===== src/rtl/bcd_table_pkg.sv =====
package bcd_table_pkg;

    // Widest half the shared table function supports.
    localparam int unsigned MAX_HALF_DIGITS = 4;
    localparam int unsigned MAX_HALF_W      = 4 * MAX_HALF_DIGITS;

    typedef logic [MAX_HALF_W-1:0] half_word_t;

    // One table entry: incremented value plus rollover flag.
    typedef struct packed {
        logic       carry;
        half_word_t value;
    } inc_entry_t;

    function automatic logic digit_ok(input logic [3:0] d);
        return d <= 4'd9;
    endfunction

    function automatic logic word_is_bcd(input half_word_t w, input int unsigned nd);
        logic ok;
        ok = 1'b1;
        for (int i = 0; i < MAX_HALF_DIGITS; i++) begin
            if (i < nd && !digit_ok(w[4*i +: 4])) ok = 1'b0;
        end
        return ok;
    endfunction

    // Contents of the increment table at one address. Non-BCD
    // addresses yield zero with no carry.
    function automatic inc_entry_t inc_lookup(input half_word_t addr, input int unsigned nd);
        inc_entry_t r;
        logic       ripple;
        logic       bad;
        logic [3:0] d;
        r      = '0;
        ripple = 1'b1;
        bad    = 1'b0;
        for (int i = 0; i < MAX_HALF_DIGITS; i++) begin
            if (i < nd) begin
                d = addr[4*i +: 4];
                if (!digit_ok(d)) bad = 1'b1;
                if (ripple) begin
                    if (d == 4'd9) begin
                        r.value[4*i +: 4] = 4'd0;
                    end else begin
                        r.value[4*i +: 4] = d + 4'd1;
                        ripple = 1'b0;
                    end
                end else begin
                    r.value[4*i +: 4] = d;
                end
            end
        end
        if (bad) begin
            r = '0;
        end else begin
            r.carry = ripple;
        end
        return r;
    endfunction

endpackage


===== src/rtl/bcd_inc_table.sv =====
module bcd_inc_table
    import bcd_table_pkg::*;
#(
    parameter int unsigned DIGITS = 3,
    parameter int unsigned PORTS  = 2
) (
    input  logic [PORTS-1:0][4*DIGITS-1:0] rd_addr,
    output logic [PORTS-1:0][4*DIGITS-1:0] rd_value,
    output logic [PORTS-1:0]               rd_carry
);
    localparam int unsigned W = 4 * DIGITS;

    // Every port reads the same table contents.
    for (genvar p = 0; p < PORTS; p++) begin : g_port
        inc_entry_t entry;
        always_comb begin
            entry = inc_lookup(half_word_t'(rd_addr[p]), DIGITS);
        end
        assign rd_value[p] = entry.value[W-1:0];
        assign rd_carry[p] = entry.carry;
    end

endmodule


===== src/rtl/bcd_half_reg.sv =====
module bcd_half_reg
    import bcd_table_pkg::*;
#(
    parameter int unsigned DIGITS = 3
) (
    input  logic                clk,
    input  logic                rst,
    input  logic                adv,
    input  logic [4*DIGITS-1:0] next_value,
    output logic [4*DIGITS-1:0] value
);
    always_ff @(posedge clk) begin
        if (rst) begin
            value <= '0;
        end else if (adv) begin
            value <= next_value;
        end
    end

    assert_reset_clears_R1: assert property (@(posedge clk)
        rst |=> value == '0);

    assert_hold_when_idle_R2: assert property (@(posedge clk) disable iff (rst)
        !adv |=> $stable(value));

    assert_digits_valid_R7: assert property (@(posedge clk) disable iff (rst)
        adv |=> word_is_bcd(half_word_t'(value), DIGITS));

endmodule


===== src/rtl/bcd_carry_link.sv =====
module bcd_carry_link (
    input  logic en,
    input  logic lo_carry,
    input  logic hi_carry,
    output logic lo_adv,
    output logic hi_adv,
    output logic all_max
);
    // Table carries are set only for an all-nines half.
    always_comb begin
        lo_adv  = en;
        hi_adv  = en & lo_carry;
        all_max = lo_carry & hi_carry;
    end
endmodule


===== src/rtl/bcd_table_counter.sv =====
module bcd_table_counter
    import bcd_table_pkg::*;
#(
    parameter int unsigned HALF_DIGITS = 3
) (
    input  logic                     clk,
    input  logic                     rst,
    input  logic                     en,
    output logic [8*HALF_DIGITS-1:0] count,
    output logic                     at_max
);
    localparam int unsigned HW = 4 * HALF_DIGITS;
    localparam int unsigned LO = 0;
    localparam int unsigned HI = 1;

    logic [1:0][HW-1:0] cur;
    logic [1:0][HW-1:0] nxt;
    logic [1:0]         cy;
    logic [1:0]         adv;

    bcd_inc_table #(.DIGITS(HALF_DIGITS), .PORTS(2)) u_table (
        .rd_addr  (cur),
        .rd_value (nxt),
        .rd_carry (cy)
    );

    bcd_carry_link u_link (
        .en       (en),
        .lo_carry (cy[LO]),
        .hi_carry (cy[HI]),
        .lo_adv   (adv[LO]),
        .hi_adv   (adv[HI]),
        .all_max  (at_max)
    );

    for (genvar h = 0; h < 2; h++) begin : g_half
        bcd_half_reg #(.DIGITS(HALF_DIGITS)) u_half (
            .clk        (clk),
            .rst        (rst),
            .adv        (adv[h]),
            .next_value (nxt[h]),
            .value      (cur[h])
        );
    end

    assign count = {cur[HI], cur[LO]};

    assert_upper_waits_R4: assert property (@(posedge clk) disable iff (rst)
        (en && !cy[LO]) |=> $stable(cur[HI]));

    assert_lower_wraps_R4: assert property (@(posedge clk) disable iff (rst)
        (en && cy[LO]) |=> cur[LO] == '0);

    assert_full_wrap_R6: assert property (@(posedge clk) disable iff (rst)
        (en && at_max) |=> count == '0);

    assert_carry_value_zero_R6: assert property (@(posedge clk) disable iff (rst)
        cy[LO] |-> nxt[LO] == '0);

endmodule


===== config.mk =====
export PLATFORM = sky130hd
export DESIGN_NAME = bcd_table_counter
export DESIGN_NICKNAME = d
export VERILOG_FILES = /design/src/rtl/bcd_table_pkg.sv /design/src/rtl/bcd_inc_table.sv /design/src/rtl/bcd_half_reg.sv /design/src/rtl/bcd_carry_link.sv /design/src/rtl/bcd_table_counter.sv
export SDC_FILE = /design/constraint.sdc
export NUM_CORES = 1
export LEC_CHECK = 0
export BUFFER_PORTS_ARGS = -buffer_cell sky130_fd_sc_hd__buf_2
export CAP_MARGIN = 10
export CORE_MARGIN = 2
export CORE_UTILIZATION = 50
export DETAILED_ROUTE_END_ITERATION = 10
export GPL_TIMING_DRIVEN = 0
export MAX_ROUTING_LAYER = met4
export PLACE_DENSITY = 0.84
export RECOVER_POWER = 50
export SYNTH_ARGS = -nofsm -noshare
export SYNTH_HDL_FRONTEND = slang
export SYNTH_HIERARCHICAL = 1
export SYNTH_SLANG_ARGS = --single-unit

===== constraint.sdc =====
create_clock -name clk -period 5.4 [get_ports clk]
set_clock_uncertainty 0.1 [all_clocks]
set_input_delay 0 -clock clk [delete_from_list [all_inputs] [get_ports clk]]
set_output_delay 0 -clock clk [all_outputs]
set_load 0.02 [all_outputs]

==> metrics.txt <==
# TYPE chip_impl_metric gauge
chip_impl_info{name="worst_path_max_delay_cell",value="sky130_fd_sc_hd__dfxtp_1"} 1
chip_impl_metric{name="gp_routability_congestion",unit=""} 0.818
chip_impl_metric{name="groute.usage.overall",unit="%"} 20.8
chip_impl_metric{name="final_util",unit="%"} 59.4
chip_impl_metric{name="coreArea",unit="sq um"} 3030
chip_impl_metric{name="pre_cts_ws",unit="ps"} 3140
chip_impl_metric{name="post_synth_num_cell_types",unit=""} 41
chip_impl_metric{name="arrival_time_at_the_worst_endpoint",unit="ps"} 2410
chip_impl_metric{name="cts-resized-gates",unit=""} 0
chip_impl_metric{name="worst_setup_hold_path_clk_slew",unit="ps"} 150
chip_impl_metric{name="rr_worst_depth",unit=""} 7
chip_impl_metric{name="synth-seq-cells",unit=""} 24
chip_impl_info{name="most_frequent_cells_in_the_layout",value="sky130_fd_sc_hd__nor2_1 (42), sky130_fd_sc_hd__mux2i_1 (28), sky130_fd_sc_hd__clkbuf_1 (26), sky130_fd_sc_hd__dfxtp_1 (24), sky130_fd_sc_hd__nand2_1 (14)"} 1
chip_impl_metric{name="largest_reg_flops",unit=""} 24
chip_impl_metric{name="die_width",unit="um"} 60.0
chip_impl_metric{name="synthCells",unit=""} 193
chip_impl_metric{name="synth_enable_flop_cells",unit=""} 0
chip_impl_metric{name="clock.fmax",unit="GHz"} 0.439
chip_impl_metric{name="finish.cell_count_without_fillers",unit=""} 270
chip_impl_metric{name="area.growth.synth_to_final",unit="%"} 14.9
chip_impl_metric{name="drt_iter0_drcs",unit=""} 70
chip_impl_metric{name="htreeDepth",unit=""} 1
chip_impl_metric{name="totalWireLength",unit="um"} 3200
chip_impl_metric{name="floorplan.rows",unit=""} 20
chip_impl_metric{name="viasPerCell",unit=""} 5.20
chip_impl_metric{name="cellPowerDensity",unit="nW/um^2"} 187
chip_impl_info{name="ys.flop_type",value="sky130_fd_sc_hd__dfxtp_1"} 1
chip_impl_metric{name="synth-warning-count",unit=""} 6
chip_impl_metric{name="initial_core_util",unit="%"} 51.7
chip_impl_metric{name="postSynthAreaPerCell",unit="sq um"} 8.12
chip_impl_metric{name="postPlaceCellArea",unit="sq um"} 1760
chip_impl_metric{name="max_slew_margin",unit="%"} 68.9
chip_impl_metric{name="postSynth.asyncResetShare",unit="%"} 0
chip_impl_metric{name="initial_antenna_violation_count",unit=""} 0
chip_impl_metric{name="drt_drc",unit=""} 0
chip_impl_metric{name="period_minus_slack",unit="ps"} 2280
chip_impl_metric{name="drt-pass1-iter-count",unit=""} 4
chip_impl_metric{name="finalSetupViolations",unit=""} 0
chip_impl_info{name="mostFrequentLayoutCell",value="sky130_fd_sc_hd__nor2_1"} 1
chip_impl_metric{name="p_leak",unit="nW"} 0.687
chip_impl_metric{name="dieArea",unit="sq um"} 3600
chip_impl_metric{name="first_pass_grt_wire_length",unit="um"} 5660
chip_impl_metric{name="postLayoutSetupSlackWorst",unit="ps"} 3120
chip_impl_info{name="regMostFlops",value="g_half.u_half/value"} 1
chip_impl_metric{name="whs_path_depth",unit=""} 3
chip_impl_info{name="cts_tree",value="built"} 1
chip_impl_metric{name="synth_seq_area_share",unit="%"} 30.7
chip_impl_metric{name="critical_path_required",unit="ps"} 5530
chip_impl_metric{name="place.port_buffers",unit=""} 27
chip_impl_metric{name="clockBufferDepth",unit=""} 2
chip_impl_metric{name="final_layout_size_suffix_gt1_share",unit="%"} 9.29
chip_impl_metric{name="design.portCount",unit=""} 28
chip_impl_metric{name="vias",unit=""} 1403
chip_impl_metric{name="place.detailed.hpwl",unit="um"} 2210
chip_impl_info{name="grt_setup_unrepaired",value="no"} 1
chip_impl_metric{name="timing.setup.tns",unit="ps"} 0
chip_impl_metric{name="finalHoldViolations",unit=""} 0
chip_impl_metric{name="dp.cells",unit=""} 264
chip_impl_metric{name="final.hold.worst_slack",unit="ps"} 331
chip_impl_info{name="cts-root-buf",value="sky130_fd_sc_hd__clkbuf_4"} 1
chip_impl_info{name="worstPathCellList",value="o21ai_0 -> nand3_1 -> and3b_1 -> and2_1 -> buf_6 -> mux2i_1 -> nor2_1"} 1
chip_impl_metric{name="max_cap_violations",unit=""} 0
chip_impl_metric{name="first_global_vias",unit=""} 1233
chip_impl_metric{name="grt_start_max_net_pins",unit=""} 15
chip_impl_metric{name="finalCritPeriodShare",unit="%"} 42.2
chip_impl_metric{name="post-route-cell-area",unit="sq um"} 1800
chip_impl_info{name="reg.largest.list",value="g_half.u_half/value x24"} 1
chip_impl_metric{name="antenna_cells_inserted",unit=""} 0
chip_impl_info{name="path_class",value="flop to flop"} 1
chip_impl_metric{name="critical_path.max_fanout",unit=""} 10
chip_impl_metric{name="postRouteAntennaNets",unit=""} 0
chip_impl_metric{name="cts-buffers-inserted",unit=""} 3
chip_impl_metric{name="synth.net_count",unit=""} 196
chip_impl_metric{name="max_stage_delay",unit="ps"} 430
chip_impl_metric{name="routedWlPerCell",unit="um"} 11.9
chip_impl_metric{name="die_span_in_y",unit="um"} 60.0
chip_impl_info{name="hold_path_class",value="primary input to flop"} 1
chip_impl_metric{name="grt-ovfl-total",unit=""} 0
chip_impl_metric{name="synthesis.area",unit="sq um"} 1570
chip_impl_metric{name="worst_slew_pin_slew",unit="ps"} 466
chip_impl_info{name="outcome",value="finished, final reports clean"} 1
chip_impl_metric{name="fin_total_pwr",unit="uW"} 337
chip_impl_metric{name="design.final.nets",unit=""} 230
chip_impl_info{name="startpoint_type",value="flop"} 1
chip_impl_metric{name="clock_sinks",unit=""} 24
chip_impl_metric{name="worst_skew_pair.late_latency",unit="ps"} 340
chip_impl_metric{name="peakVddDrop",unit="mV"} 0.0819
chip_impl_info{name="worstSetupEndpointType",value="flop"} 1
chip_impl_metric{name="final_max_slew_viol_count",unit=""} 0
[synth_stat cells (2+ instances only)]
library cell	instances	area share (%)
sky130_fd_sc_hd__o32ai_1	2	1.1
sky130_fd_sc_hd__nand3_1	6	1.9
sky130_fd_sc_hd__inv_1	6	1.4
sky130_fd_sc_hd__buf_4	2	0.96
sky130_fd_sc_hd__nand3b_1	2	0.96
sky130_fd_sc_hd__buf_6	2	1.4
sky130_fd_sc_hd__nor2_1	42	10
sky130_fd_sc_hd__xor2_1	3	1.7
sky130_fd_sc_hd__buf_2	3	0.96
sky130_fd_sc_hd__a31oi_1	3	1.2
sky130_fd_sc_hd__dfxtp_1	24	31
sky130_fd_sc_hd__xnor2_1	6	3.4
sky130_fd_sc_hd__nand2_1	14	3.4
sky130_fd_sc_hd__nor3b_1	2	0.96
sky130_fd_sc_hd__a21oi_1	6	1.9
sky130_fd_sc_hd__nor2b_1	2	0.80
sky130_fd_sc_hd__mux2i_1	28	18
sky130_fd_sc_hd__nand4b_1	2	1.1
sky130_fd_sc_hd__clkbuf_1	2	0.48
sky130_fd_sc_hd__and2_1	3	1.2
sky130_fd_sc_hd__o21ai_0	7	2.2
sky130_fd_sc_hd__nor3_1	7	2.2
[report_power, final]
group          internal (mW)  total [mW]  leakage (nW)  switching, mW
clock network         0.0752       0.136        0.0279         0.0604
registers              0.179       0.180         0.194        0.00183
logic                0.00884      0.0208         0.465         0.0120
total                  0.263       0.337         0.687         0.0742
[worst max-delay path, delay by kind of cell, from the launching register on]
family          cells  cell delay (ps)
flops               1              430
compound gates      1              310
buf+inv             1              200
simple gates        4              910
mux                 1              220
[kinds of logic after synthesis]
| family | count (synthesis) | synth area share, % |
|---|---|---|
| buffers and inverters | 15 | 5.27 |
| xor gates and xnor gates | 9 | 5.03 |
| muxes | 29 | 18.6 |
| AOI/OAI and AO/OA | 22 | 8.55 |
| DFF | 24 | 30.7 |
| and+or+nand+nor | 94 | 31.9 |
[what timing repair did]
action	in CTS	in global routing
hold endpoints to repair	4	0
endpoints found under the setup margin	0	0
hold buffers	2	0
setup buffers	0	0
[area by class of cell]
class                      instances  area (sq um)
fill                             291          1230
multi-input combinational        154          1000
sequential                        24           480
timing repair buffer              29           125
buffer                             9          60.1
tap                               44          55.1
clock inverter                     1          30.0
clock buffer                       3          22.5
inverter                           6          22.5
[final timing paths]
kind,from,endpoint,slack [ps]
hold / removal,rst,g_half[0].u_half/value[11]$_SDFFE_PP0P_,330
hold reg to reg,g_half[0].u_half/value[0]$_SDFFE_PP0P_,g_half[0].u_half/value[0]$_SDFFE_PP0P_,450
setup / recovery,g_half[0].u_half/value[5]$_SDFFE_PP0P_,g_half[1].u_half/value[0]$_SDFFE_PP0P_,3120
setup reg to reg,g_half[0].u_half/value[5]$_SDFFE_PP0P_,g_half[1].u_half/value[0]$_SDFFE_PP0P_,3120
[layer usage]
metal  track usage (%)  vias to the layer above  wire length (um)
li1                  -                      731                 -
met1              29.7                      645              1640
met2              30.0                       22              1450
met3              2.16                        5                64
met4              7.94                        0                55
met5                 -                        -                 0
No activity file was read; power rests on OpenSTA's default activity.
